$ cat config.mk
export PLATFORM = sky130hd
export DESIGN_NAME = lic_base_ctl
export DESIGN_NICKNAME = d
export VERILOG_FILES = /design/src/rtl/lic_base_ctl.sv
export SDC_FILE = /design/constraint.sdc
export NUM_CORES = 1
export LEC_CHECK = 0
export BUFFER_PORTS_ARGS = -buffer_cell sky130_fd_sc_hd__buf_2
export CAP_MARGIN = 20
export CORE_ASPECT_RATIO = 0.5
export CORE_MARGIN = 4
export CORE_UTILIZATION = 32
export DETAILED_ROUTE_END_ITERATION = 10
export SETUP_SLACK_MARGIN = 0.05
export SKIP_CTS_REPAIR_TIMING = 1
export SYNTH_ARGS = -nofsm -noshare
export SYNTH_HDL_FRONTEND = slang
export SYNTH_SLANG_ARGS = --single-unit
export TNS_END_PERCENT = 100
$ cat constraint.sdc
create_clock -name clk -period 1.88 [get_ports clk]
set_input_delay 0 -clock clk [delete_from_list [all_inputs] [get_ports clk]]
set_output_delay 0 -clock clk [all_outputs]
set_load 0.02 [all_outputs]
$ cat src/rtl/lic_base_ctl.sv
module lic_base_ctl #(
  parameter int          PA_W     = 36,
  parameter logic [63:0] DEF_BASE = 64'h0000_0000_FEE0_0000
) (
  input  logic            clk,
  input  logic            rst_n,
  input  logic            bsp_strap,
  input  logic            ext_capable,
  input  logic            wr_en,
  input  logic [63:0]     wr_data,
  output logic [63:0]     rd_data,
  output logic            fault,
  output logic            mode_legacy,
  output logic            mode_ext,
  output logic            bsp,
  input  logic [PA_W-1:0] probe_addr,
  output logic            win_hit
);
  localparam int          BSP_B  = 8;
  localparam int          EXT_B  = 10;
  localparam int          EN_B   = 11;
  localparam logic [63:0] ADDR_M = ((64'd1 << PA_W) - 64'd1) & ~64'hFFF;
  localparam logic [63:0] CTRL_M = (64'd1 << BSP_B) | (64'd1 << EXT_B) | (64'd1 << EN_B);
  localparam logic [63:0] KEEP_M = ADDR_M | CTRL_M;

  logic [63:0] cur;
  logic        cur_en, cur_ext, nxt_en, nxt_ext;
  logic        bad_rsv, bad_mode, bad_cap;

  assign cur_en  = cur[EN_B];
  assign cur_ext = cur[EXT_B];
  assign nxt_en  = wr_data[EN_B];
  assign nxt_ext = wr_data[EXT_B];

  assign bad_rsv  = |(wr_data & ~KEEP_M);
  assign bad_cap  = nxt_ext && !ext_capable;
  assign bad_mode = (nxt_ext && !nxt_en)
                 || (cur_ext && nxt_en && !nxt_ext)
                 || (!cur_en && nxt_ext);

  assign fault = wr_en && (bad_rsv || bad_mode || bad_cap);

  always_ff @(posedge clk) begin
    if (!rst_n)
      cur <= (DEF_BASE & ADDR_M) | (64'd1 << EN_B) | (64'(bsp_strap) << BSP_B);
    else if (wr_en && !fault)
      cur <= wr_data;
  end

  assign rd_data     = cur;
  assign mode_legacy = cur_en && !cur_ext;
  assign mode_ext    = cur_en && cur_ext;
  assign bsp         = cur[BSP_B];
  assign win_hit     = mode_legacy && (probe_addr[PA_W-1:12] == cur[PA_W-1:12]);
endmodule

==> reports/qor.yml <==
run_status: "complete, but fails checks"
violations: "negative hold slack"
path_max_fanout: 3
drive_gt1_share_pct: 41.7
fill_cells: 711
finalWirelength_um: 7080
grt_pass1_wl_um: 10800
slowest_stage: "dfxtp_1"
cts_root_buf: "clkbuf_16"
rsz0062_at_grt: "false"
cts_tree: "built"
wl_per_cell_um: 12.9
antenna_found_initial: 0
synth_edf_count: 1
start_kind: "register"
cts_buffer_depth: 2
syn2layout_area_growth_pct: 59.0
clock.fmax_mhz: 608
crit_chain: "xor2_1, nor4_2, nand3_1, nor4_2, buf_2"
arrival_ps: 1650
largest_reg_flops: 64
worstSkewPairLatency_ps: 320
end_kind: "output pin"
die_area_um2: 9540
die_y_um: 71.1
synth-xor-area-share_pct: 8.25
yosys-top-cells-count: "dfxtp_1 (63), and3_1 (37), nand2_1 (32), mux2i_1 (26), nor2b_1 (23)"
crit_type: "reg2out"
hold_path_class: "in2reg"
tightest_slew_ps: 362
relSlewSlack_pct: 75.7
synthFlopType: "dfxtp_1"
clk_pin_slew_ps: 50
coreArea_um2: 7540
dr.first_iter.drc_count: 64
cpLargestDelayFamily: "simple AND/OR/NAND/NOR gates"
hold_viol: 1
final_util_pct: 53.7
yosys_warnings: 0
path_common_cell: "nor4_2"
synth_top_area_share_pct: 49.5
synth_seq_cells: 64
path_depth: 5
dr_total_vias: 2419
fin_crit_sh_pct: 87.5
synth_simple_gate_area_share_pct: 25.3
track_usage_pct: 13.8
grt_max_degree: 93
critPathBufInv: 1
start_util_pct: 33.8
htree_levels: 3
drc: 0
synth.most_common_cell: "dfxtp_1"
synth_top_family_by_area: "simple AND/OR/NAND/NOR gates"
gp_congestion: 0.874
finalNetCount: 543
grt_pass1_vias: 2215
synth_compound_area_share_pct: 1.18
cap_violations: 0
design.portCount: 174
netlist_instances: 256
drtPass1Iterations: 4
synthMuxAreaShare_pct: 10.2
synth_area_um2: 2550
setup_viol: 0
synthAdderAreaFrac_pct: 0
synth_cell_types: 26
synth.net_count: 361
drtAntennaViolNets: 0
synth-async-reset-ratio_pct: 0
avgSynthCellArea_um2: 9.96
min_period_ps: 1650
whs_path_depth: 3
synthTopCellsByArea: "dfxtp_1 (49%), mux2i_1 (10%), and3_1 (9.1%), nor2b_1 (5.6%), xor2_1 (5.2%)"
cp_slowest_stage_delay_ps: 330
synth_top_cell_by_area: "dfxtp_1"
clock_skew_ps: 4.45
irDropWorstVdd_uv: 466
fin_hold_ws_ps: -55.3
core.rowCount: 22
n_antenna_cell: 0
io_buffers: 161
ys_seq_area_share_pct: 50.7
place_hpwl_um: 4980
overflow: 0
ff2ff_path_depth: 6
clock-sinks: 64
power.density_nw_per_um2: 846
numCtsBuffers: 9
viasPerCell: 4.41
tns_ps: 0
crit_required_ps: 1880
leakage_uw: 0.00221
timing.final.max_slew_violations: 0
die_x_um: 134
## cells by family after synthesis
kind of cell / count (synthesis)
AO/OA/AOI/OAI: 5
XOR/XNOR: 24
buffers and inverters: 20
flip-flops: 64
multiplexers: 26
AND/OR/NAND/NOR: 117
## through the flow
stage          hold slack (ps)  power [µW]  worst slack [ps]  cell area, µm²  instances
6_report                 -55.3        3430               235            4050        549
5_1_grt                  0.462        3580              81.3            4050        549
4_1_cts                  -90.8        3440               103            3780        524
3_5_place_dp               249        1580               289            3440        510
3_3_place_gp               244        1580               302            3440        510
2_1_floorplan              139        1470               187            2550        256
## worst reg2reg max path, cell delays in order, from the launching register on
cell and delay (ps):
dfxtp_1 390, a21oi_1 80, a31oi_1 180, nor3_2 70, nand3_2 110, buf_12 220
o22ai_1 140
## cell type report
cell class / count / area [µm²] / area share, %
flip-flops and latches: 64 / 1290 / 31.9
clock inverters: 2 / 60.1 / 1.48
repair buffers: 189 / 1100 / 27.2
inverters: 2 / 7.51 / 0.185
multi-input cells: 172 / 1180 / 29.0
well taps: 108 / 135 / 3.34
clock buffers: 12 / 278 / 6.86
## per-layer routing
layer	global-route usage (%)	share of wire [%]	up-vias
met5	0	0	-
met4	5.08	1.4	0
met3	3.91	4.0	11
met2	23.2	52	52
met1	17.2	43	1127
li1	-	-	1229
## layout by cell type, fill, tap and decap left out, drive strengths merged
master	Yosys	layout
xnor2	9	9
nor2	2	2
a31oi	1	1
o22ai	1	1
nor4	11	11
nor2b	23	23
a21boi	1	1
dlygate4sd3	0	25
or4	1	1
a21oi	1	1
bufinv	0	2
nand3	3	3
nand2	32	32
inv	2	2
nand4	4	4
dfxtp	63	63
mux2i	26	26
o21ai	1	1
buf	7	164
nor3	3	3
clkbuf	11	12
edfxtp	1	1
xor2	15	15
and3	37	37
and2	1	1
## worst paths after layout
path,slack [ps],to,from
max,230,win_hit,rd_data[34]
min,-60,rd_data[30],wr_data[30]
max reg2reg,430,rd_data[8],rd_data[10]
min reg2reg,470,rd_data[5],rd_data[5]
## power by group
| group | switching [µW] | leakage (µW) | internal [µW] |
|---|---|---|---|
| clock | 530 | 0.000166 | 1300 |
| combinational | 96.6 | 0.00153 | 142 |
| sequential | 0.513 | 0.000517 | 1360 |
| total | 627 | 0.00221 | 2800 |
No activity file was read; power rests on OpenSTA's default activity.
